[config.mk]
export PLATFORM = sky130hd
export DESIGN_NAME = rtc_timekeeper
export DESIGN_NICKNAME = d
export VERILOG_FILES = /design/src/rtl/rtc_pkg.sv /design/src/rtl/rtc_bus_fsm.sv /design/src/rtl/rtc_calendar_core.sv /design/src/rtl/rtc_timekeeper.sv
export SDC_FILE = /design/constraint.sdc
export NUM_CORES = 1
export LEC_CHECK = 0
export ABC_AREA = 1
export ABC_CLOCK_PERIOD_IN_PS = 2950
export BUFFER_PORTS_ARGS = -buffer_cell sky130_fd_sc_hd__buf_2
export CAP_MARGIN = 20
export CORE_UTILIZATION = 30
export DETAILED_ROUTE_END_ITERATION = 12
export PLACE_DENSITY_LB_ADDON = 0.25
export SLEW_MARGIN = 20
export SYNTH_ARGS = -nofsm -noshare
export SYNTH_HDL_FRONTEND = slang
export SYNTH_SLANG_ARGS = --single-unit
[constraint.sdc]
create_clock -name clk -period 2.95 [get_ports clk]
set_input_delay 0.4425 -clock clk [delete_from_list [all_inputs] [get_ports clk]]
set_output_delay 0.4425 -clock clk [all_outputs]
set_load 0.01 [all_outputs]
[src/rtl/rtc_pkg.sv]
package rtc_pkg;
    localparam int NF     = 8;
    localparam int ADDR_W = 6;
    localparam int DATA_W = 8;

    typedef logic [NF-1:0][DATA_W-1:0] rtc_bank_t;

    typedef enum logic [1:0] {
        BUS_IDLE,
        BUS_READ,
        BUS_WRITE
    } bus_state_t;

    localparam int F_HUND = 0;
    localparam int F_SEC  = 1;
    localparam int F_MIN  = 2;
    localparam int F_HOUR = 3;
    localparam int F_DOW  = 4;
    localparam int F_DATE = 5;
    localparam int F_MON  = 6;
    localparam int F_YEAR = 7;
endpackage

[src/rtl/rtc_bus_fsm.sv]
module rtc_bus_fsm
    import rtc_pkg::*;
(
    input  logic              clk,
    input  logic              rst_n,
    input  logic              ce_n,
    input  logic              oe_n,
    input  logic              we_n,
    input  logic [ADDR_W-1:0] addr,
    input  logic [DATA_W-1:0] din,
    output logic              rd_active,
    output logic              ld_en,
    output logic [ADDR_W-1:0] ld_addr,
    output logic [DATA_W-1:0] ld_data
);
    bus_state_t state, state_nx;
    logic       wr_req, rd_req;

    assign wr_req = !ce_n && !we_n;
    assign rd_req = !ce_n && !oe_n;

    always_comb begin
        state_nx = state;
        unique case (state)
            BUS_IDLE:  if (wr_req) state_nx = BUS_WRITE;
                       else if (rd_req) state_nx = BUS_READ;
            BUS_READ:  if (wr_req) state_nx = BUS_WRITE;
                       else if (!rd_req) state_nx = BUS_IDLE;
            BUS_WRITE: if (!wr_req) state_nx = BUS_IDLE;
            default:   state_nx = BUS_IDLE;
        endcase
    end

    always_ff @(posedge clk) begin
        if (!rst_n) state <= BUS_IDLE;
        else        state <= state_nx;
    end

    always_ff @(posedge clk) begin
        if (!rst_n) begin
            ld_addr <= '0;
            ld_data <= '0;
        end else if (wr_req) begin
            ld_data <= din;
            if (state != BUS_WRITE) ld_addr <= addr;
        end
    end

    always_comb begin
        rd_active = (state == BUS_READ);
        ld_en     = (state == BUS_WRITE) && !wr_req;
    end

    a_r8_read_qualified: assert property (@(posedge clk) disable iff (!rst_n)
        rd_active |-> $past(!ce_n && !oe_n && we_n));
    a_r10_write_cuts_read: assert property (@(posedge clk) disable iff (!rst_n)
        (rd_active && !we_n && !ce_n) |=> !rd_active);
    a_r9_single_commit: assert property (@(posedge clk) disable iff (!rst_n)
        ld_en |=> !ld_en);
endmodule

[src/rtl/rtc_calendar_core.sv]
module rtc_calendar_core
    import rtc_pkg::*;
(
    input  logic              clk,
    input  logic              rst_n,
    input  logic              tick,
    input  logic              ld_en,
    input  logic [ADDR_W-1:0] ld_addr,
    input  logic [DATA_W-1:0] ld_data,
    output rtc_bank_t         cnt
);
    function automatic logic [7:0] bcd_inc(input logic [7:0] v);
        return (v[3:0] >= 4'd9) ? {v[7:4] + 4'd1, 4'd0} : v + 8'd1;
    endfunction

    function automatic logic is_leap(input logic [7:0] y);
        if (y[4]) return (y[3:0] == 4'd2) || (y[3:0] == 4'd6);
        else      return (y[3:0] == 4'd0) || (y[3:0] == 4'd4) || (y[3:0] == 4'd8);
    endfunction

    rtc_bank_t  nx;
    logic       c_sec, c_min, c_hr, c_day, c_mon, c_yr;
    logic [7:0] dim, hr12, hr24;

    always_comb begin
        unique case (cnt[F_MON])
            8'h02:                      dim = is_leap(cnt[F_YEAR]) ? 8'h29 : 8'h28;
            8'h04, 8'h06, 8'h09, 8'h11: dim = 8'h30;
            default:                    dim = 8'h31;
        endcase
    end

    always_comb begin
        nx    = cnt;
        hr12  = {3'b000, cnt[F_HOUR][4:0]};
        hr24  = {2'b00, cnt[F_HOUR][5:0]};
        c_sec = tick && (cnt[F_HUND] >= 8'h99);
        c_min = c_sec && (cnt[F_SEC] >= 8'h59);
        c_hr  = c_min && (cnt[F_MIN] >= 8'h59);
        c_day = 1'b0;
        if (tick)  nx[F_HUND] = (cnt[F_HUND] >= 8'h99) ? 8'h00 : bcd_inc(cnt[F_HUND]);
        if (c_sec) nx[F_SEC]  = (cnt[F_SEC]  >= 8'h59) ? 8'h00 : bcd_inc(cnt[F_SEC]);
        if (c_min) nx[F_MIN]  = (cnt[F_MIN]  >= 8'h59) ? 8'h00 : bcd_inc(cnt[F_MIN]);
        if (c_hr) begin
            if (cnt[F_HOUR][6]) begin
                if (hr12 >= 8'h12) begin
                    nx[F_HOUR][4:0] = 5'h01;
                end else if (hr12 == 8'h11) begin
                    nx[F_HOUR][4:0] = 5'h12;
                    nx[F_HOUR][5]   = !cnt[F_HOUR][5];
                    c_day           = cnt[F_HOUR][5];
                end else begin
                    nx[F_HOUR][4:0] = bcd_inc(hr12)[4:0];
                end
            end else begin
                c_day           = (hr24 >= 8'h23);
                nx[F_HOUR][5:0] = c_day ? 6'h00 : bcd_inc(hr24)[5:0];
            end
        end
        c_mon = c_day && (cnt[F_DATE] >= dim);
        c_yr  = c_mon && (cnt[F_MON] >= 8'h12);
        if (c_day) begin
            nx[F_DOW]  = (cnt[F_DOW] >= 8'h07) ? 8'h01 : bcd_inc(cnt[F_DOW]);
            nx[F_DATE] = c_mon ? 8'h01 : bcd_inc(cnt[F_DATE]);
        end
        if (c_mon) nx[F_MON]  = c_yr ? 8'h01 : bcd_inc(cnt[F_MON]);
        if (c_yr)  nx[F_YEAR] = (cnt[F_YEAR] >= 8'h99) ? 8'h00 : bcd_inc(cnt[F_YEAR]);
        if (ld_en && (ld_addr < ADDR_W'(NF))) nx[ld_addr[2:0]] = ld_data;
    end

    always_ff @(posedge clk) begin
        if (!rst_n) begin
            cnt         <= '0;
            cnt[F_DOW]  <= 8'h01;
            cnt[F_DATE] <= 8'h01;
            cnt[F_MON]  <= 8'h01;
        end else begin
            cnt <= nx;
        end
    end

    a_r1_hund_wrap: assert property (@(posedge clk) disable iff (!rst_n)
        (tick && !ld_en && cnt[F_HUND] == 8'h99) |=> cnt[F_HUND] == 8'h00);
    a_r7_year_wrap: assert property (@(posedge clk) disable iff (!rst_n)
        (!ld_en && c_yr && cnt[F_YEAR] == 8'h99) |=> cnt[F_YEAR] == 8'h00);
    a_r6_dow_range: assert property (@(posedge clk) disable iff (!rst_n)
        (!ld_en && c_day && cnt[F_DOW] == 8'h07) |=> cnt[F_DOW] == 8'h01);
endmodule

[src/rtl/rtc_timekeeper.sv]
module rtc_timekeeper
    import rtc_pkg::*;
(
    input  logic        clk,
    input  logic        rst_n,
    input  logic        tick,
    input  logic        ce_n,
    input  logic        oe_n,
    input  logic        we_n,
    input  logic [5:0]  addr,
    input  logic [7:0]  dq_in,
    output logic [7:0]  dq_out,
    output logic        dq_oe
);
    logic              ld_en, rd_active, pend, xfer;
    logic [ADDR_W-1:0] ld_addr;
    logic [DATA_W-1:0] ld_data;
    rtc_bank_t         core_q, shadow_q;

    rtc_bus_fsm u_bus (
        .clk(clk), .rst_n(rst_n), .ce_n(ce_n), .oe_n(oe_n), .we_n(we_n),
        .addr(addr), .din(dq_in), .rd_active(rd_active), .ld_en(ld_en),
        .ld_addr(ld_addr), .ld_data(ld_data)
    );

    rtc_calendar_core u_core (
        .clk(clk), .rst_n(rst_n), .tick(tick), .ld_en(ld_en),
        .ld_addr(ld_addr), .ld_data(ld_data), .cnt(core_q)
    );

    assign xfer = pend && !rd_active;

    always_ff @(posedge clk) begin
        if (!rst_n) begin
            pend     <= 1'b1;
            shadow_q <= '0;
        end else begin
            if (xfer) shadow_q <= core_q;
            pend <= tick || ld_en || (pend && !xfer);
        end
    end

    assign dq_oe  = rd_active;
    assign dq_out = (addr < ADDR_W'(NF)) ? shadow_q[addr[2:0]] : '0;

    a_r11_bulk_transfer: assert property (@(posedge clk) disable iff (!rst_n)
        xfer |=> shadow_q == $past(core_q));
    a_r11_frozen_in_read: assert property (@(posedge clk) disable iff (!rst_n)
        (rd_active && $past(rd_active)) |-> $stable(shadow_q));
endmodule

==> results of run 1 <==
-- cell families after synthesis --
family / Yosys count
DFF: 145
and+or+nand+nor: 351
adders and majority gates: 50
AOI/OAI and AO/OA: 373
xor gates and xnor gates: 11
buffers and inverters: 193
-- state kept, by name (all words and copies together), names as in the netlist, named ones only --
name,flops
pend,1
shadow_q,64
u_bus.ld_addr,6
u_bus.ld_data,8
u_bus.state,2
u_core.cnt,62
-- path summary, 6_finish.rpt --
kind                                startpoint              to  slack, ns  cells past startpoint
worst max-delay path            u_core.cnt[49]  u_core.cnt[55]       0.28                     19
worst min-delay path                      oe_n  u_bus.state[0]       0.17                      2
worst max register to register  u_core.cnt[49]  u_core.cnt[55]       0.28                     19
worst min register to register        register    shadow_q[31]       0.47                      2
-- metal layers --
metal / up-vias / wire length, µm / GRT usage
li1: 3838 / - / -
met1: 3496 / 12100 / 0.265
met2: 186 / 10800 / 0.287
met3: 32 / 1440 / 0.0389
met4: 0 / 436 / 0.0550
met5: - / 0 / 0
-- critical path, stage by stage, from the launching register on --
cell and delay, ns:
dfxtp_1 0.39, inv_2 0.10, ha_1 0.19, o21ai_1 0.12
o21ai_0 0.11, a32oi_1 0.23, nand2_1 0.09, o31ai_1 0.08
ha_1 0.19, nand2_1 0.05, nand2_1 0.07, nand2_1 0.05
a21oi_2 0.17, nand2_4 0.13, nand3_4 0.15, buf_4 0.15
nand3_1 0.06, o21ai_0 0.09, nand2_1 0.07, a21oi_1 0.12
-- cells in the final DEF, fill, tap and decap left out, drive strengths merged, types with 2 or more instances in the layout --
cell | netlist | final
a211oi | 4 | 4
nand2 | 124 | 124
a21oi | 136 | 136
o211ai | 24 | 24
buf | 9 | 51
clkinvlp | 0 | 6
xor2 | 10 | 10
o21ai | 172 | 172
bufinv | 0 | 2
a221oi | 4 | 4
nand3 | 58 | 59
nor2 | 145 | 145
o22ai | 11 | 11
clkbuf | 39 | 19
nor4 | 3 | 3
nor3 | 8 | 8
clkinv | 2 | 5
nand4 | 9 | 10
ha | 50 | 50
a31oi | 14 | 14
inv | 143 | 145
dfxtp | 145 | 145
-- metrics by stage --
| step | util | worst slack (ns) | std cells | cell area, µm² | hold WS, ns |
|---|---|---|---|---|---|
| after floorplan | - | 0.504 | 1123 | 7970 | 0.420 |
| after global placement | 0.327 | 0.228 | 1458 | 8520 | 0.454 |
| after detailed placement | 0.327 | 0.174 | 1458 | 8520 | 0.456 |
| after CTS | 0.349 | 0.123 | 1490 | 9100 | 0.153 |
| after global routing | 0.352 | 0.00802 | 1495 | 9170 | 0.172 |
| final | 0.352 | 0.285 | 1495 | 9170 | 0.169 |
-- repair_timing --
item | in CTS | in global routing
endpoints found under the setup margin | 0 | 22
setup buffers | 0 | 3
gates resized for setup | 0 | 10
-- final cells by class --
class	count	area [µm²]
clock buffers	19	443
clock inverters	13	138
fillers	2805	16900
inverters	145	547
multi-input cells	787	4370
flip-flops and latches	145	2900
well taps	335	419
repair buffers	51	350
-- power breakdown --
group / internal (mW) / leakage, nW / switching (mW)
combinational: 0.115 / 2.47 / 0.255
sequential: 2.03 / 1.18 / 0.0678
clock: 1.26 / 0.267 / 0.896
total: 3.41 / 3.91 / 1.22
==> results.cfg, run 1 <==
[floorplanning]
dieArea_mm2 = 0.0272
core-area_mm2 = 0.0261
num_rows = 59
start_util = 0.306
die-width_um = 165
boundaryPins = 29
die_y_um = 165

[power_and_ir_drop]
power.total_mw = 4.63
ir_drop_v = 0.000378
p_per_area_mw_per_mm2 = 505
p_leak_nw = 3.91

[finish]
drive_above_1_share = 0.111
antenna_cells = 0
area_growth_pct = 15.0
layout.nets = 1217

[routing]
drt_iter0_drc = 596
detail-route-antenna-nets = 0
via_per_inst = 5.05
vias = 7552
first_pass_iters = 5
wire_per_inst_um = 16.6
routed_wirelength_um = 24900
drc_errors = 0

[clock_network]
clock-root-buffer = clkbuf_16
clk-insertion-delay-late_ns = 0.44
tritoncts = done
clock_sinks = 145
h-tree-depth = 4
cts_buffer_depth = 2
ctsHoldBuffers = 0
clkTransAtPathRegs_ns = 0.06
numCtsBuffers = 17

[place]
gp_congestion = 0.880
portBuffers = 28
dpl.hpwl_um = 17600

[yosys]
synth_common_cells = o21ai_0, dfxtp_1, a21oi_1, nor2_1, inv_1
synth_compound_area_frac = 0.252
synth_edf_count = 0
yosysTopAreaCellShare = 0.364
netlist_area_mm2 = 0.00797
syn_avg_cell_area_um2 = 7.10
post-synth-top-count-cell = o21ai_0
synthMuxAreaShare = 0
syn_nets = 1193
ys_seq_area_frac = 0.364
synth_xor_area_frac = 0.0121
ys_ff_latch = 145
synth_cells = 1123
synth.top_cells.by_area = dfxtp_1, o21ai_0, a21oi_1
synth_top_family_by_area = compound AO/OA/AOI/OAI gates
synthAdderAreaFrac = 0.0785
synth_flop_cell = dfxtp_1
yosysWarnings = 0
async_reset_ff_frac = 0
synthSimpleGateAreaFrac = 0.199
yosysUniqueCellTypes = 47
synth.largest_area_cell = dfxtp_1

[setup_path]
critical_path_class = reg2reg
endpoint_kind = register
crit_fanout = 7
required_ns = 3.31
worstPathArrival_ns = 3.03
crit_path_start_kind = register

[sta]
fin_setup_tns_ns = 0
period_share = 0.903
clock.fmax_mhz = 375
finalSetupViolCount = 0
hold_viol = 0
fin_crit_ns = 2.67
worst_slew_pin_slew_ns = 0.685
clock_skew_ns = 0.00862
relSlewSlack = 0.541
rsz0062_at_grt = no
maxSlewViolCount = 0

[global_route]
grt_max_degree = 117
grt_usage = 0.188
grt_overflow_total = 0
grt_pass1_wl_um = 39000
antenna_found_initial = 0
grt_pass1_vias = 7043

[run]
cap_violations = 0

[hold_path]
holdCritPathClass = in2reg

[outcome]
status = complete, no violations
Power figures use the tool's default switching activity.
==> run 2: changes to the inputs <==
Settings changed: CORE_ASPECT_RATIO from default to 1.2.
==> results.cfg, run 2 (synthesized netlist as in run 1, its figures left out) <==
[finish]
largestRegisters = shadow_q (64), u_core.cnt (62), u_bus.ld_data (8)
drive_above_1_share = 0.108
final_common_cell = o21ai_0
register_area_mm2 = 0.00290
layout.nets = 1213
final_cells = 1491
largest_reg_flops = 64
antenna_cells = 0
fillers = 2818
area_growth_pct = 14.0
regMostFlops = shadow_q
final_area_mm2 = 0.00909
final_cell_mix = o21ai_0, dfxtp_1, a21oi_1
multiInputGateArea_mm2 = 0.00434

[setup_path]
crit_fanout = 5
crit_path_start_kind = register
worstPathArrival_ns = 3.02
cp-startpoint = u_core.cnt[48]
ff2ff_setup_slack_ns = 0.23
r2r_start = u_core.cnt[48]
r2r_cells = 17
endpoint_kind = register
critical_path_class = reg2reg
required_ns = 3.25

[place]
placed_cells = 1454
gp_congestion = 0.850
dp_slack_ns = 0.0518
dpl.hpwl_um = 17900
portBuffers = 28
post_dp_cell_area_mm2 = 0.00846

[floorplanning]
boundaryPins = 29
die-width_um = 151
num_rows = 65
core-area_mm2 = 0.0262
start_util = 0.304
die_y_um = 181
dieArea_mm2 = 0.0272

[clock_network]
numCtsBuffers = 17
cts_buffer_depth = 2
clock-root-buffer = clkbuf_16
clk-insertion-delay-late_ns = 0.44
tritoncts = done
clkTransAtPathRegs_ns = 0.07
clock_sinks = 145
h-tree-depth = 4

[run]
cap_violations = 0

[power_and_ir_drop]
p_int_mw = 3.28
p_sw_frac = 0.285
p_sw_mw = 1.30
power_frac_clock = 0.465
pwr-share-seq = 0.458
power_frac_comb = 0.077
p_per_area_mw_per_mm2 = 505
p_leak_nw = 3.89
ir_drop_v = 0.000461

[global_route]
antenna_found_initial = 0
grt.busiest_layer = met2
grt_max_degree = 116
grt_usage = 0.189
grt_pass1_vias = 7125
grt_overflow_total = 0
grt_pass1_wl_um = 38900
met2_usage = 0.331
use_met3 = 0.0329
grt_util_met1 = 0.221

[sta]
fin_setup_tns_ns = 0
rsz0062_at_grt = no
layout_setup_ws_ns = 0.229
period_share = 0.922
clock.fmax_mhz = 368
clock_skew_ns = 0.0129
hold_viol = 0
fin_crit_ns = 2.72
worst_slew_pin_slew_ns = 0.873
maxSlewViolCount = 0
finalSetupViolCount = 0
relSlewSlack = 0.416

[hold_path]
holdCritStartpoint = oe_n
holdCritPathClass = in2reg
hold_depth = 2

[routing]
drc_errors = 0
via_per_inst = 5.04
routed_wirelength_um = 24900
drt_iter0_drc = 536
vias = 7508
detail-route-antenna-nets = 0
first_pass_iters = 5
wire_per_inst_um = 16.7

[outcome]
status = complete, no violations
[run 2: per-stage QoR]
step | util | hold slack [ns] | total power, mW
final | 0.347 | 0.158 | 4.59
after floorplan | - | 0.420 | 2.35
after global routing | 0.347 | 0.162 | 4.75
after detailed placement | 0.323 | 0.451 | 2.50
after CTS | 0.345 | 0.150 | 4.61
after global placement | 0.323 | 0.449 | 2.50
[run 2: routing by layer]
| metal | vias to the layer above | routed length [µm] | share of wire |
|---|---|---|---|
| met1 | 3503 | 10500 | 0.42 |
| li1 | 3829 | - | - |
| met2 | 135 | 12700 | 0.51 |
| met5 | - | 0 | 0 |
| met3 | 41 | 809 | 0.032 |
| met4 | 0 | 899 | 0.036 |
[run 2: power by group through the flow]
stage               registers, mW  logic (mW)  clock network [mW]
global route                 2.11       0.398                2.24
floorplan                    2.11       0.246                   0
CTS                          2.10       0.356                2.16
finish                       2.10       0.353                2.13
global placement             2.15       0.354                   0
detailed placement           2.14       0.354                   0
[run 2: worst paths after layout]
path | to
worst max register to register | u_core.cnt[40]
worst min register to register | shadow_q[31]
worst min-delay path | u_bus.state[0]
worst max-delay path | u_core.cnt[40]
[run 2: worst max-delay path: stages (launching register included)]
cell and delay [ns]:
dfxtp_1 0.31, inv_1 0.09, ha_1 0.18, inv_1 0.06
nor3_1 0.27, inv_1 0.13, o31ai_2 0.29, ha_1 0.19
nand2_1 0.05, nand2_1 0.07, nand2_1 0.05, a21oi_1 0.16
nand2_2 0.15, buf_4 0.17, a21oi_1 0.13, nand2_1 0.07
o211ai_1 0.11, o211ai_1 0.11
[run 2: final cells by class]
type                       count  area share
tap                          335      0.0461
multi-input combinational    786       0.478
inverter                     145      0.0599
clock inverter                14      0.0150
clock buffer                  18      0.0483
sequential                   145       0.320
timing repair buffer          48      0.0333
[run 2: repair_timing]
action,4_1_cts,5_1_grt
gates resized for setup,0,5
hold buffers,0,0
setup buffers,0,4
endpoints found under the setup margin,0,21
==> run 3: changes to the inputs <==
Settings changed: ABC_AREA 1 to default.
==> results.cfg, run 3 <==
[sta]
fin_crit_ns = 2.86
relSlewSlack = 0.479
period_share = 0.970
worst_slew_pin_slew_ns = 0.780
clock_skew_ns = 0.0103
rsz0062_at_grt = yes
maxSlewViolCount = 0
finalSetupViolCount = 0
clock.fmax_mhz = 349
hold_viol = 0

[yosys]
async_reset_ff_frac = 0
netlist_area_mm2 = 0.00782
synth_cells = 977
syn_avg_cell_area_um2 = 8.00
yosysUniqueCellTypes = 65
syn_nets = 1047
synth_edf_count = 0
post-synth-top-count-cell = nand2_1
synth.top_cells.by_area = dfxtp_1, nand2_1, ha_1
synth.largest_area_cell = dfxtp_1
ys_ff_latch = 145
yosysTopAreaCellShare = 0.371
yosysWarnings = 0
synth_common_cells = nand2_1, dfxtp_1, a21oi_1, nor2_1, ha_1
synth_flop_cell = dfxtp_1
ys_seq_area_frac = 0.371

[global_route]
grt_usage = 0.193
grt_overflow_total = 0
antenna_found_initial = 0
grt_pass1_wl_um = 38800
grt_pass1_vias = 6736
grt_max_degree = 75

[clock_network]
clkTransAtPathRegs_ns = 0.07
clock-root-buffer = clkbuf_16
tritoncts = done
h-tree-depth = 4
clk-insertion-delay-late_ns = 0.43
clock_sinks = 145
cts_buffer_depth = 2
numCtsBuffers = 17
ctsHoldBuffers = 0

[setup_path]
crit_path_start_kind = register
cp.depth = 14
critical_path.max_stage_delay_ns = 0.38
slowest_stage = or3_1
critical_path_class = reg2reg
worstPathArrival_ns = 3.22
endpoint_kind = register
crit_fanout = 3
worst-path-buf-inv = 2
crit_family = simple AND/OR/NAND/NOR gates
r2r_cells = 14
cp_cell_sequence = inv_2, ha_1, mux2_2, nand2_1, o21ai_2, a21oi_2, ha_1, nand3_1, o221ai_2, nand2_1, buf_4, or3_4, or3_1, a31oi_1
required_ns = 3.30

[finish]
antenna_cells = 0
largest_reg_flops = 64
layout.nets = 1086
drive_above_1_share = 0.167
fillers = 2686
final_area_mm2 = 0.00924
largestRegisters = shadow_q (64), u_core.cnt (62), u_bus.ld_data (8)
final_cell_mix = nand2_1, dfxtp_1, a21oi_1
multiInputGateArea_mm2 = 0.00464
area_growth_pct = 18.2
regMostFlops = shadow_q
final_common_cell = nand2_1
register_area_mm2 = 0.00291

[power_and_ir_drop]
power_frac_comb = 0.060
p_sw_mw = 1.18
p_int_mw = 3.27
ir_drop_v = 0.000285
pwr-share-seq = 0.458
power.total_mw = 4.44
p_per_area_mw_per_mm2 = 481
p_sw_frac = 0.265
p_leak_nw = 3.40
power_frac_clock = 0.482

[floorplanning]
start_util = 0.306
core-area_mm2 = 0.0255
dieArea_mm2 = 0.0267
boundaryPins = 29
die-width_um = 149
num_rows = 64
die_y_um = 179

[hold_path]
holdCritPathClass = in2reg
hold_depth = 2

[routing]
wire_per_inst_um = 18.4
drt_iter0_drc = 616
drc_errors = 0
routed_wirelength_um = 25000
vias = 7241
first_pass_iters = 5
detail-route-antenna-nets = 0
via_per_inst = 5.33

[place]
portBuffers = 28
gp_congestion = 0.881
post_dp_cell_area_mm2 = 0.00855
dpl.hpwl_um = 18100

[outcome]
status = complete, no violations

[run]
cap_violations = 0
-- run 3: changes by cell type in the layout (fill, tap and decap cells not counted), sizes merged, moves of 26 or more --
cell,before,now
a21oi,136,110
buf,48,80
inv,152,45
nand2,124,208
nand3,59,29
nor2,145,59
o21ai,172,47
-- run 3: cells by family (layout without fill, tap and decap cells) --
| family | Yosys count | in the layout | share of synthesized area |
|---|---|---|---|
| adders and majority gates | 50 | 50 | 0.0800 |
| AOI/OAI and AO/OA | 256 | 256 | 0.202 |
| buffers and inverters | 99 | 151 | 0.0491 |
| DFF | 145 | 145 | 0.371 |
| muxes | 30 | 30 | 0.0643 |
| and+or+nand+nor | 389 | 389 | 0.225 |
| xor gates and xnor gates | 8 | 8 | 0.00896 |
-- run 3: metrics by stage --
step / hold slack, ns / utilization / setup WS [ns] / TNS, ns / instances
6_report: 0.188 / 0.362 / 0.0871 / 0 / 1359
5_1_grt: 0.178 / 0.362 / -0.0326 / -0.0934 / 1359
4_1_cts: 0.179 / 0.358 / -0.0137 / -0.0137 / 1358
3_5_place_dp: 0.447 / 0.335 / -0.0828 / -0.215 / 1326
3_3_place_gp: 0.431 / 0.335 / -0.0529 / -0.118 / 1326
2_1_floorplan: 0.423 / - / 0.0156 / 0 / 977
-- run 3: final cells by class --
| type | instances | area share |
|---|---|---|
| multi-input cells | 733 | 0.503 |
| flip-flops and latches | 145 | 0.315 |
| repair buffers | 80 | 0.0601 |
| clock buffers | 18 | 0.0464 |
| well taps | 330 | 0.0447 |
| inverters | 39 | 0.0160 |
| clock inverters | 14 | 0.0156 |
-- run 3: worst paths after layout --
path                       start        endpoint  slack, ns
setup / recovery  u_core.cnt[53]  u_core.cnt[56]       0.09
hold / removal              oe_n  u_bus.state[0]       0.19
setup reg to reg  u_core.cnt[53]  u_core.cnt[56]       0.09
hold reg to reg     shadow_q[18]    shadow_q[18]       0.45
-- run 3: power by group through the flow --
stage	sequential, mW	combinational (mW)	clock (mW)
floorplan	2.05	0.189	0
global placement	2.08	0.268	0
detailed placement	2.08	0.270	0
CTS	2.03	0.270	2.18
global route	2.04	0.301	2.26
finish	2.03	0.269	2.14
-- run 3: metal layers --
layer | up-vias | GRT usage | routed length [µm]
li1 | 3542 | - | -
met1 | 3486 | 0.237 | 10900
met2 | 163 | 0.326 | 12100
met3 | 50 | 0.0244 | 826
met4 | 0 | 0.107 | 1170
met5 | - | 0 | 0
-- run 3: timing repair --
item	in CTS	in global routing
endpoints found under the setup margin	8	20
buffers inserted	0	1
gates resized for setup	3	28
pin swaps	0	8
